[src/rtl/lane_strobe_pkg.sv]
// Shared constants and types for the lane strobe generator.
// Assumes a four-lane external bus, of which a half-width port uses the
// two most significant lanes.
package lane_strobe_pkg;

    localparam int unsigned LANE_CNT      = 4;
    localparam int unsigned HALF_LANES    = LANE_CNT / 2;
    localparam int unsigned OFS_W         = $clog2(LANE_CNT);

    // Transfer size codes seen on req_size.
    localparam logic [1:0] SZ_WORD = 2'b00;
    localparam logic [1:0] SZ_BYTE = 2'b01;
    localparam logic [1:0] SZ_HALF = 2'b10;
    localparam logic [1:0] SZ_RSVD = 2'b11;

    typedef enum logic [1:0] {
        ST_IDLE  = 2'd0,
        ST_BEAT1 = 2'd1,
        ST_BEAT2 = 2'd2,
        ST_ERR   = 2'd3
    } seq_state_t;

endpackage

[src/rtl/lane_mask_decode.sv]
// Combinational lane selection: maps size, offset and port width onto the
// set of big-endian byte lanes a beat uses, and flags misaligned or
// reserved requests. Assumes lane 0 is the most significant byte.
module lane_mask_decode
    import lane_strobe_pkg::*;
(
    input  logic [1:0]          size,
    input  logic [OFS_W-1:0]    ofs,
    input  logic                half_port,
    output logic [LANE_CNT-1:0] mask,
    output logic                split,
    output logic                misaligned
);

    // Per-lane hit decode, one copy per lane.
    for (genvar k = 0; k < LANE_CNT; k++) begin : g_lane
        localparam int unsigned KI      = k;
        localparam logic        IN_HALF = (KI < HALF_LANES);
        localparam logic [OFS_W-1:0] KOFS = KI[OFS_W-1:0];
        logic byte_hit;
        logic half_hit;
        logic word_hit;

        assign byte_hit = half_port ? (IN_HALF && (ofs[0] == KOFS[0]))
                                    : (ofs == KOFS);
        assign half_hit = half_port ? IN_HALF
                                    : (ofs[OFS_W-1] == KOFS[OFS_W-1]);
        assign word_hit = half_port ? IN_HALF : 1'b1;

        assign mask[k] = ((size == SZ_BYTE) && byte_hit) ||
                         ((size == SZ_HALF) && half_hit) ||
                         ((size == SZ_WORD) && word_hit);
    end

    // Alignment and reserved-code check.
    always_comb begin
        misaligned = 1'b0;
        case (size)
            SZ_HALF: misaligned = ofs[0];
            SZ_WORD: misaligned = (ofs != '0);
            SZ_RSVD: misaligned = 1'b1;
            default: misaligned = 1'b0;
        endcase
    end

    // A word on a half-width port needs two beats.
    assign split = half_port && (size == SZ_WORD);

endmodule

[src/rtl/beat_sequencer.sv]
// Request acceptance and beat sequencing. Captures an accepted request and
// steps IDLE -> BEAT1 [-> BEAT2] -> IDLE, or IDLE -> ERR -> IDLE for a
// rejected request. Assumes requests are only taken while idle.
module beat_sequencer
    import lane_strobe_pkg::*;
(
    input  logic                clk,
    input  logic                rst_n,
    input  logic                req_valid,
    input  logic [1:0]          req_size,
    input  logic                req_write,
    input  logic                req_addr_hi,
    input  logic                port_half,
    input  logic                strobe_mode,
    input  logic [LANE_CNT-1:0] dec_mask,
    input  logic                dec_split,
    input  logic                dec_misaligned,
    output seq_state_t          state,
    output logic [LANE_CNT-1:0] mask_q,
    output logic [1:0]          size_q,
    output logic                split_q,
    output logic                write_q,
    output logic                mode_q,
    output logic                half_q,
    output logic                addr_hi_q
);

    logic accept;
    assign accept = req_valid && (state == ST_IDLE);

    // Next-state register for the beat sequence.
    always_ff @(posedge clk) begin
        if (!rst_n) begin
            state <= ST_IDLE;
        end else begin
            case (state)
                ST_IDLE:  if (accept) state <= dec_misaligned ? ST_ERR : ST_BEAT1;
                ST_BEAT1: state <= split_q ? ST_BEAT2 : ST_IDLE;
                ST_BEAT2: state <= ST_IDLE;
                default:  state <= ST_IDLE;
            endcase
        end
    end

    // Capture of the accepted request's fields.
    always_ff @(posedge clk) begin
        if (!rst_n) begin
            mask_q    <= '0;
            size_q    <= SZ_BYTE;
            split_q   <= 1'b0;
            write_q   <= 1'b0;
            mode_q    <= 1'b0;
            half_q    <= 1'b0;
            addr_hi_q <= 1'b0;
        end else if (accept) begin
            mask_q    <= dec_misaligned ? '0 : dec_mask;
            size_q    <= req_size;
            split_q   <= dec_split && !dec_misaligned;
            write_q   <= req_write;
            mode_q    <= strobe_mode;
            half_q    <= port_half;
            addr_hi_q <= req_addr_hi;
        end
    end

    a_r5_second_beat_follows_first: assert property (@(posedge clk) disable iff (!rst_n)
        (state == ST_BEAT2) |-> ($past(state) == ST_BEAT1));
    a_r7_err_lasts_one_cycle: assert property (@(posedge clk) disable iff (!rst_n)
        (state == ST_ERR) |=> (state == ST_IDLE));
    a_r8_no_reaccept_in_beat: assert property (@(posedge clk) disable iff (!rst_n)
        (state == ST_BEAT1) |=> (state != ST_BEAT1));

endmodule

[src/rtl/strobe_drive.sv]
// Output stage: forms the active-low lane strobes, the halfword address bit,
// and the done/err pulses from the sequencer state. Assumes the captured
// mask is already limited to the lanes the port width allows.
module strobe_drive
    import lane_strobe_pkg::*;
(
    input  logic                clk,
    input  logic                rst_n,
    input  seq_state_t          state,
    input  logic [LANE_CNT-1:0] mask_q,
    input  logic [1:0]          size_q,
    input  logic                split_q,
    input  logic                write_q,
    input  logic                mode_q,
    input  logic                half_q,
    input  logic                addr_hi_q,
    output logic [LANE_CNT-1:0] lane_en_n,
    output logic                ext_addr_hw,
    output logic                done,
    output logic                err
);

    logic in_beat;
    logic qualify;

    assign in_beat = (state == ST_BEAT1) || (state == ST_BEAT2);
    // Write strobes need a write; lane enables fire on either direction.
    assign qualify = write_q || mode_q;

    // Strobe and address formation for the current beat.
    always_comb begin
        lane_en_n   = '1;
        ext_addr_hw = 1'b0;
        if (in_beat) begin
            if (qualify) lane_en_n = ~mask_q;
            ext_addr_hw = split_q ? (state == ST_BEAT2) : addr_hi_q;
        end
    end

    // Completion and error pulses.
    assign done = (state == ST_BEAT2) || ((state == ST_BEAT1) && !split_q);
    assign err  = (state == ST_ERR);

    a_r4_half_port_upper_lanes_off: assert property (@(posedge clk) disable iff (!rst_n)
        half_q |-> (lane_en_n[LANE_CNT-1:HALF_LANES] == '1));
    a_r6_write_mode_read_quiet: assert property (@(posedge clk) disable iff (!rst_n)
        (!mode_q && !write_q) |-> (&lane_en_n));
    a_r7_err_without_strobes: assert property (@(posedge clk) disable iff (!rst_n)
        err |-> ((&lane_en_n) && !done));
    a_r2_byte_single_lane: assert property (@(posedge clk) disable iff (!rst_n)
        (size_q == SZ_BYTE) |-> ($countones(~lane_en_n) <= 1));
    a_r8_done_err_exclusive: assert property (@(posedge clk) disable iff (!rst_n)
        $onehot0({done, err}));

endmodule

[src/rtl/lane_strobe_gen.sv]
// Top level of the lane strobe generator: decodes a request into byte lanes,
// sequences one or two external beats, and drives active-low strobes.
// Assumes a synchronous active-low reset and a single clock domain.
module lane_strobe_gen
    import lane_strobe_pkg::*;
(
    input  logic                clk,
    input  logic                rst_n,
    input  logic                req_valid,
    output logic                req_ready,
    input  logic [1:0]          req_size,
    input  logic [OFS_W-1:0]    req_addr,
    input  logic                req_write,
    input  logic                port_half,
    input  logic                strobe_mode,
    output logic [LANE_CNT-1:0] lane_en_n,
    output logic                ext_addr_hw,
    output logic                done,
    output logic                err
);

    logic [LANE_CNT-1:0] dec_mask;
    logic                dec_split;
    logic                dec_misaligned;
    seq_state_t          state;
    logic [LANE_CNT-1:0] mask_q;
    logic [1:0]          size_q;
    logic                split_q;
    logic                write_q;
    logic                mode_q;
    logic                half_q;
    logic                addr_hi_q;

    lane_mask_decode i_decode (
        .size       (req_size),
        .ofs        (req_addr),
        .half_port  (port_half),
        .mask       (dec_mask),
        .split      (dec_split),
        .misaligned (dec_misaligned)
    );

    beat_sequencer i_seq (
        .clk            (clk),
        .rst_n          (rst_n),
        .req_valid      (req_valid),
        .req_size       (req_size),
        .req_write      (req_write),
        .req_addr_hi    (req_addr[OFS_W-1]),
        .port_half      (port_half),
        .strobe_mode    (strobe_mode),
        .dec_mask       (dec_mask),
        .dec_split      (dec_split),
        .dec_misaligned (dec_misaligned),
        .state          (state),
        .mask_q         (mask_q),
        .size_q         (size_q),
        .split_q        (split_q),
        .write_q        (write_q),
        .mode_q         (mode_q),
        .half_q         (half_q),
        .addr_hi_q      (addr_hi_q)
    );

    strobe_drive i_drive (
        .clk         (clk),
        .rst_n       (rst_n),
        .state       (state),
        .mask_q      (mask_q),
        .size_q      (size_q),
        .split_q     (split_q),
        .write_q     (write_q),
        .mode_q      (mode_q),
        .half_q      (half_q),
        .addr_hi_q   (addr_hi_q),
        .lane_en_n   (lane_en_n),
        .ext_addr_hw (ext_addr_hw),
        .done        (done),
        .err         (err)
    );

    assign req_ready = (state == ST_IDLE);

    a_r1_idle_strobes_off: assert property (@(posedge clk) disable iff (!rst_n)
        req_ready |-> ((&lane_en_n) && !done && !err));
    a_r8_idle_after_done: assert property (@(posedge clk) disable iff (!rst_n)
        done |=> req_ready);

endmodule

[config.mk]
export PLATFORM = sky130hd
export DESIGN_NAME = lane_strobe_gen
export DESIGN_NICKNAME = d
export VERILOG_FILES = /design/src/rtl/lane_strobe_pkg.sv /design/src/rtl/lane_mask_decode.sv /design/src/rtl/beat_sequencer.sv /design/src/rtl/strobe_drive.sv /design/src/rtl/lane_strobe_gen.sv
export SDC_FILE = /design/constraint.sdc
export NUM_CORES = 1
export LEC_CHECK = 0
export BUFFER_PORTS_ARGS = -buffer_cell sky130_fd_sc_hd__buf_2
export CAP_MARGIN = 10
export CORE_AREA = 2 2 39 41
export DETAILED_ROUTE_END_ITERATION = 12
export DIE_AREA = 0 0 41 43
export PLACE_DENSITY = 0.73
export SLEW_MARGIN = 20
export SYNTH_ARGS = -nofsm -noshare
export SYNTH_HDL_FRONTEND = slang
export SYNTH_SLANG_ARGS = --single-unit
[constraint.sdc]
create_clock -name clk -period 2.95 [get_ports clk]
set_input_delay 0.295 -clock clk [delete_from_list [all_inputs] [get_ports clk]]
set_output_delay 0.295 -clock clk [all_outputs]
set_load 0.02 [all_outputs]
Word level (Yosys, flattened, before mapping):

Index checks and enable logic that the tools add are counted.

* mux-type cells: 17
* eq/ne operators: 10
* reductions and logical operators: 28
* bitwise gates (word level): 3

Operators with widths (number)
* equality test 2 bit (second input constant): 6
* 2-to-1 mux 4 bit: 3
* logical AND 1 bit: 11
* logical OR 1 bit: 11
* 2-to-1 mux 1 bit: 9
* equality test 2 x 1 -> 1 bit (second input constant): 3
* zero test 2 bit: 3
* 2-to-1 mux 2 bit: 3
* NOT 4 bit: 1
* case mux 2 bit (2 select lines): 1
* case mux 1 bit (3 select lines): 1
* zero test 1 bit: 2
* inequality test 2 x 1 -> 1 bit (second input constant): 1
* NOT 1 bit: 2
* nonzero test 2 bit: 1

* flip-flop bits (word level): 10
* output and inout port bits: 8
* word-level logic and storage cells: 64
* bits of input ports: 10

Depth between registers and ports, before layout:

Gate-level depths: netlist (run 1).

* word-level depth: 6
* gate-level depth with buffers: 6
* mapped depth without buffers: 5

Modules after synthesis:

From an unflattened synthesis (run 1), not the netlist that was laid out.

* cell total of the unflattened synthesis: 83
* area total of the unflattened synthesis: 745.7 µm²

By module, submodules not included
* beat_sequencer: times used 1, area each 545.5 µm², cells each 55
* strobe_drive: times used 1, area each 101.3 µm², cells each 14
* lane_mask_decode: times used 1, area each 95.1 µm², cells each 13
* lane_strobe_gen: times used 1, area each 3.8 µm², cells each 1

Worst setup path before layout (run 1):

No wires, ideal clock.

* path kind: reg2reg
* start: register i_seq.state[0]
* end: register i_seq.mask_q[3]
* stages on the path, launching flop included: 7
* arrival time: 1.310 ns
* period minus slack after synthesis: 1.394 ns
* path buffers: 1
* path slack: 1.556 ns
* cells stage by stage: dfxtp_1 inv_1 ha_1 and2_1 buf_2 nand2_1 o31ai_2

* word-level cells in the longest chain between the ends: 2

Ends and longest elaborated chain
* start: declaration: RTL line beat_sequencer.sv:18 `output seq_state_t state,`
* start signal: assignment: RTL line beat_sequencer.sv:37 `ST_IDLE: if (accept) state <= dec_misaligned ? ST_ERR : ST_BEAT1;`
* start signal: assignment: RTL line beat_sequencer.sv:38 `ST_BEAT1: state <= split_q ? ST_BEAT2 : ST_IDLE;`
* zero test 2 bit
* named net req_ready: RTL line lane_strobe_gen.sv:10 `output logic req_ready,`
* logical AND 1 bit: RTL line beat_sequencer.sv:29 `assign accept = req_valid && (state == ST_IDLE);`
* end signal: assignment: RTL line beat_sequencer.sv:56 `mask_q <= dec_misaligned ? '0 : dec_mask;`
* end: declaration: RTL line beat_sequencer.sv:19 `output logic [LANE_CNT-1:0] mask_q,`

The timed path passes the listed nets, and every way through them passes these cells.
A chain may end at the register's enable or synchronous reset.

Final worst setup path (run 1):

* start: register i_seq.state[0]
* end: output port lane_en_n[3]

* word-level cells in the longest chain between the ends: 3

Ends and longest elaborated chain
* equality test 2 x 1 -> 1 bit or equality test 2 bit (tied branches): RTL line strobe_drive.sv:26 `assign in_beat = (state == ST_BEAT1) || (state == ST_BEAT2);`
* logical OR 1 bit (*): RTL line strobe_drive.sv:26
* 2-to-1 mux 4 bit (*): RTL line strobe_drive.sv:34 `if (in_beat) begin`
* end: declaration: RTL line lane_strobe_gen.sv:16 `output logic [LANE_CNT-1:0] lane_en_n,`

Mark *: on every way between the ends. The rest lies on a longest branch, timed or not.

==> results of run 1 <==
[Yosys cell counts]
library cell	instances
o21a_1	1
and2_1	1
nand2b_2	2
dfxtp_1	10
a21oi_1	5
nor2b_4	1
inv_1	4
nand2b_1	2
buf_2	1
o31ai_2	1
o21ai_1	2
o31ai_1	1
nand4_1	1
clkbuf_1	1
a21o_1	1
nor2_1	1
o31ai_4	1
nand3_1	5
o21ai_0	3
a21boi_1	3
a21boi_0	1
mux2i_1	2
a311oi_1	1
nand2_1	14
nor2b_1	2
ha_1	5
[worst max-delay path by stage]
stage | startpoint | end | slack, ps | cells after the start
2_1_floorplan | i_seq.state[0] | i_seq.mask_q[3] | 1560 | 6
3_3_place_gp | i_seq.state[0] | lane_en_n[0] | 1530 | 5
3_5_place_dp | i_seq.state[0] | lane_en_n[3] | 1490 | 5
4_1_cts | i_seq.state[0] | lane_en_n[3] | 1190 | 5
5_1_grt | i_seq.state[0] | lane_en_n[3] | 1090 | 5
6_report | i_seq.state[0] | lane_en_n[3] | 1200 | 5
[layer usage]
metal | wire, um | up-vias | global-route usage (%)
li1 | - | 287 | -
met1 | 510 | 259 | 17.5
met2 | 575 | 21 | 24.7
met3 | 69 | 2 | 3.14
met4 | 21 | 0 | 10.0
met5 | 0 | - | 0
[metrics by stage]
step                      utilization, %  power (uW)  instance area, um2  std cells  setup slack [ps]
after floorplan                        -         247                 602         72              1560
after global placement              50.5         279                 698        103              1530
after detailed placement            50.5         281                 698        103              1490
after CTS                           53.1         407                 734        107              1190
after global routing                53.1         426                 734        107              1090
final                               53.1         403                 734        107              1200
[where the power goes]
part	leakage [uW]	switching, uW	internal (uW)
registers	0.0000817	9.28	148
clock network	0.0000210	51.8	75.0
logic	0.000208	72.4	46.9
total	0.000310	134	269
[area by class of cell]
| cell class | instances | area, um2 | share of cell area, % |
|---|---|---|---|
| flip-flops and latches | 10 | 200 | 27.3 |
| repair buffers | 17 | 85.1 | 11.6 |
| inverters | 4 | 15.0 | 2.04 |
| multi-input cells | 56 | 378 | 51.4 |
| clock buffers | 4 | 36.3 | 4.94 |
| well taps | 16 | 20.0 | 2.73 |
[kinds of logic after synthesis]
group,after synthesis
buffers and inverters,6
AND/OR/NAND/NOR,29
AO/OA/AOI/OAI,20
flip-flops,10
adder cells (fa/ha/maj),5
multiplexers,2
[state kept, by name, summed over array words and instances (netlist names)]
signal and flops:
i_seq.split_q 1, i_seq.mask_q 4, i_seq.write_q 1, i_seq.state 2, i_seq.addr_hi_q 1, i_seq.mode_q 1
[critical path, delay by kind of cell (launching register included)]
kind                       cells  cell delay, ps
DFF                            1             390
adders and majority gates      1             300
AOI/OAI and AO/OA              1             180
buffers and inverters          2             250
and+or+nand+nor                1              70
==> flow_summary.toml, run 1 <==
[logic_synthesis]
synthAdderAreaFrac_pct = 10.4
synth_top_family_by_area = "simple AND/OR/NAND/NOR gates"
synth_compound_area_share_pct = 24.1
yosys.area_share.simple_pct = 24.9
ys_types = 26
muxShareOfSynthArea_pct = 3.33
syn_area_um2 = 602
synth_nets = 87
synth-xor-area-share_pct = 0
postSynthCellCount = 72
yosysTopAreaCell = "dfxtp_1"
ys_seq_area_share_pct = 33.3
yosys.area.top_type_share_pct = 33.3
ys.warnings.count = 0
ys_ff_latch = 10
avgSynthCellArea_um2 = 8.36
synthTopCellsByArea = "dfxtp_1 (33%), ha_1 (10%), nand2_1 (8.7%)"

[job]
drv_cap = 0

[power_and_ir_drop]
powerDensity_mw_per_mm2 = 549
ir_worst_vdd_mv = 0.217
leakagePower_uw = 0.000310

[hold_path]
hold_end = "i_seq.write_q"
min_path_type = "input pin to flop"
min_from = "req_write"
worstHoldPathCells = 3

[place]
gp_congestion = 0.719
dp_hpwl_um = 938
portBuffers = 17

[setup_path]
worst_r2r_path_depth = 5
start_kind = "flop"
slowest_delay_ps = 390
slowest_stage = "dfxtp_1"
worstSetupEndpointType = "primary output"
cp_max_fo = 4
worstSetupPathType = "flop to primary output"
r2r_slack_ps = 1560
rr_endpoint = "i_seq.mask_q[2]"
crit_arrival_ps = 1460
crit_chain = "inv_1 -> ha_1 -> o21a_1 -> nand2_1 -> buf_2"
r2r-start = "i_seq.state[0]"
worstPathRequired_ps = 2650

[timing]
tns_ps = 0
setup_viol = 0
fmax_mhz = 571
period_share_pct = 59.4
rsz0062_at_grt = "no"
relSlewSlack_pct = 81.3
drv_slew = 0
worstMarginPinSlew_ps = 279
finalHoldViolCount = 0
fin_crit_ps = 1750
finClkSkew_ps = 4.59
hold_ws_ps = 252

[final_layout]
final_cell_mix = "buf_2 (17), nand2_1 (14), dfxtp_1 (10)"
fillers = 142
layout-drive-gt1-share_pct = 28.6
n_antenna_cell = 0
final_common_cell = "buf_2"
final_nets = 107
syn_to_final_growth_pct = 22.0

[routing]
ant_nets = 0
drc_errors = 0
drt_iter0_markers = 16
wl_mm = 1.18
firstDrtPassIters = 4
vias = 569
vias_per_cell = 5.32
wl_per_cell_um = 11.0

[clocking]
cts_tree = "done"
cts.repair.resized = 0
cts_buffers = 3
clock_path_buffers = 2
ctsHoldBuffers = 0
cts_setup_buffers = 0
htree_num_levels = 1
clock_sinks = 10
clk_latency_ps = 270
root_buffer = "clkbuf_4"
path_clk_slew_ps = 70

[die]
initial_utilization_pct = 43.5
die_h_um = 43
fp.dieW_um = 41
dieArea_mm2 = 0.00176
pin_count = 18
core_area_mm2 = 0.00138
rows = 14

[global_route]
antenna_found_initial = 0
grt_pass1_vias = 460
grt_pass1_wl_mm = 1.81
grt_max_degree = 13
overflow = 0
track_usage_pct = 15.5

[run_status]
outcome = "finished, final reports clean"
(Power assumes the default switching activity.)
==> run 2, diff against run 1 <==
- ABC_AREA: not set -> 1
- CORE_AREA: 2 2 39 41 -> not set
- CORE_UTILIZATION: not set -> 43
- DIE_AREA: 0 0 41 43 -> not set
- clock period: 2.95 -> 1.6 ns (I/O delays scaled with it)
==> run 2 against run 1 <==
Sequential cell count unchanged. Worst hold slack got worse by 100 ps. Final cell count increased by 15%. Clock power increased by 80%. Power increased by 92%. Global-route usage increased by 4.0 points. Sequential share of layout area decreased by 0.23 points. Routed wire length increased by 0.51%. Die area decreased by 14%.
==> flow_summary.toml, run 2 <==
[final_layout]
n_antenna_cell = 0
multiInputGateArea_um2 = 360
final_common_cell = "nand2_1"
syn_to_final_growth_pct = 25.7
final_cell_mix = "nand2_1 (22), buf_2 (17), nor2_1 (11)"
final_nets = 125
largest_reg_flops = 4
largestRegisters = "i_seq.mask_q: 4 flops, i_seq.state: 2 flops"
layout-drive-gt1-share_pct = 25.7
fillers = 110
regArea_um2 = 200
fin_util_pct = 62.4
largest_register = "i_seq.mask_q"

[clocking]
clock_sinks = 10
cts.repair.resized = 1
clock_path_buffers = 2
path_clk_slew_ps = 70
htree_num_levels = 1
cts_buffers = 3
ctsHoldBuffers = 0
cts_setup_buffers = 0
cts_tree = "done"
root_buffer = "clkbuf_4"
clk_latency_ps = 270

[setup_path]
rr_endpoint = "i_seq.mask_q[0]"
worstSetupEndpointType = "primary output"
start_kind = "flop"
startpoint = "i_seq.state[0]"
slowest_delay_ps = 380
crit_arrival_ps = 1360
cp_max_fo = 5
worstSetupPathType = "flop to primary output"
critPathTopFamily = "flip-flops"
crit_chain = "inv_2 -> ha_4 -> o21ai_0 -> nor2_1 -> buf_2"
r2r-start = "i_seq.state[0]"
worst_r2r_path_depth = 6
slowest_stage = "dfxtp_1"
crit_cells = 5
r2r_slack_ps = 290
crit_end = "ext_addr_hw"
worstPathRequired_ps = 1440
cp_num_buf_inv = 2

[logic_synthesis]
postSynthCellCount = 88
ys_seq_area_share_pct = 34.0
ys.warnings.count = 0
yosysTopAreaCell = "dfxtp_1"
synth_nets = 103
synthFlopType = "dfxtp_1"
synth_compound_area_share_pct = 15.9
synth-xor-area-share_pct = 0
synthArstFlopShare_pct = 0
synth_edf_count = 0
synthAdderAreaFrac_pct = 10.6
muxShareOfSynthArea_pct = 0
synth_top_family_by_area = "simple AND/OR/NAND/NOR gates"
syn_area_um2 = 589
avgSynthCellArea_um2 = 6.70
ys_types = 14
yosys.area_share.simple_pct = 32.5
yosys-top-cells-count = "nand2_1 (22), nor2_1 (11), dfxtp_1 (10), inv_1 (10), nand3_1 (10)"
yosysMostFrequentCell = "nand2_1"
synthTopCellsByArea = "dfxtp_1 (34%), nand2_1 (14%), ha_1 (11%)"
yosys.area.top_type_share_pct = 34.0
ys_ff_latch = 10

[timing]
relSlewSlack_pct = 78.3
finalHoldViolCount = 0
period_share_pct = 94.9
fin_crit_ps = 1520
worstMarginPinSlew_ps = 325
hold_ws_ps = 149
finClkSkew_ps = 0.426
fmax_mhz = 658
drv_slew = 0
rsz0062_at_grt = "no"
tns_ps = 0
setup_viol = 0

[global_route]
grt_pass1_wl_mm = 1.93
antenna_found_initial = 0
track_usage_pct = 19.5
grt_max_degree = 11
overflow = 0
grt_pass1_vias = 511

[routing]
routed.top_layer = "met4"
wl_met3_um = 78
met1Wirelength_um = 587
wl_per_cell_um = 9.62
wl_met2_um = 513
drt_iter0_markers = 15
drc_errors = 0
ant_nets = 0
vias_per_cell = 4.82
firstDrtPassIters = 6
vias = 593
wl_mm = 1.18

[hold_path]
min_path_type = "input pin to flop"

[power_and_ir_drop]
powerDensity_mw_per_mm2 = 1040
ir_worst_vdd_mv = 0.663
leakagePower_uw = 0.000363

[die]
initial_utilization_pct = 49.7
rows = 12
pin_count = 18
dieArea_mm2 = 0.00152
fp.dieW_um = 39.0
die_h_um = 39.0
core_area_mm2 = 0.00119

[place]
gp_congestion = 0.764
dp_hpwl_um = 939
portBuffers = 17

[job]
drv_cap = 0

[run_status]
outcome = "finished, final reports clean"
[run 2: cell count changes after synthesis, sizes merged, moves of 5 or more]
cell   change
nand3      +5
nor2      +11
inv        +7
nand2      +8
[run 2: cell families after synthesis]
| group | count (synthesis) |
|---|---|
| simple gates | 46 |
| compound gates | 16 |
| flops | 10 |
| buf+inv | 11 |
| fa+ha+maj | 5 |
[run 2: power breakdown]
part	internal (uW)	total, uW	switching (uW)	leakage (uW)
Combinational	99.3	253	154	0.000260
Clock	138	229	91.1	0.0000210
Sequential	274	291	16.9	0.0000819
Total	512	774	262	0.000363
[run 2: how the worst min path moves through the flow]
stage,start,to,slack (ps),cells after the start
final,req_write,i_seq.write_q,150,3
after global routing,req_write,i_seq.write_q,160,3
after CTS,req_write,i_seq.write_q,150,3
after detailed placement,req_write,i_seq.write_q,430,3
after global placement,req_write,i_seq.write_q,430,3
after floorplan,rst_n,i_seq.state[1],280,2
[run 2: layout make-up]
class	instances	share of cell area, %
multi-input combinational	67	48.6
inverter	11	5.57
sequential	10	27.0
clock buffer	4	4.90
tap	14	2.36
timing repair buffer	17	11.5
[run 2: metal layers]
metal | vias up | GRT usage [%]
met5 | - | 0
met4 | 0 | 11.2
met3 | 2 | 10.4
met2 | 17 | 28.3
met1 | 248 | 22.4
li1 | 326 | -
[run 2: per-stage QoR]
stage	power, uW	std cells	cell area (um2)	setup slack (ps)
global route	831	123	741	9.02
CTS	781	123	741	21.6
floorplan	464	88	589	202
finish	774	123	741	81.3
global placement	526	119	692	238
detailed placement	527	119	692	216
[run 2: worst reg2reg max path, delay by kind of cell, from the launching register on]
kind / cells / cell delay [ps]
buffers and inverters: 1 / 110
flip-flops: 1 / 340
AND/OR/NAND/NOR: 2 / 280
AO/OA/AOI/OAI: 2 / 360
adder cells (fa/ha/maj): 1 / 150
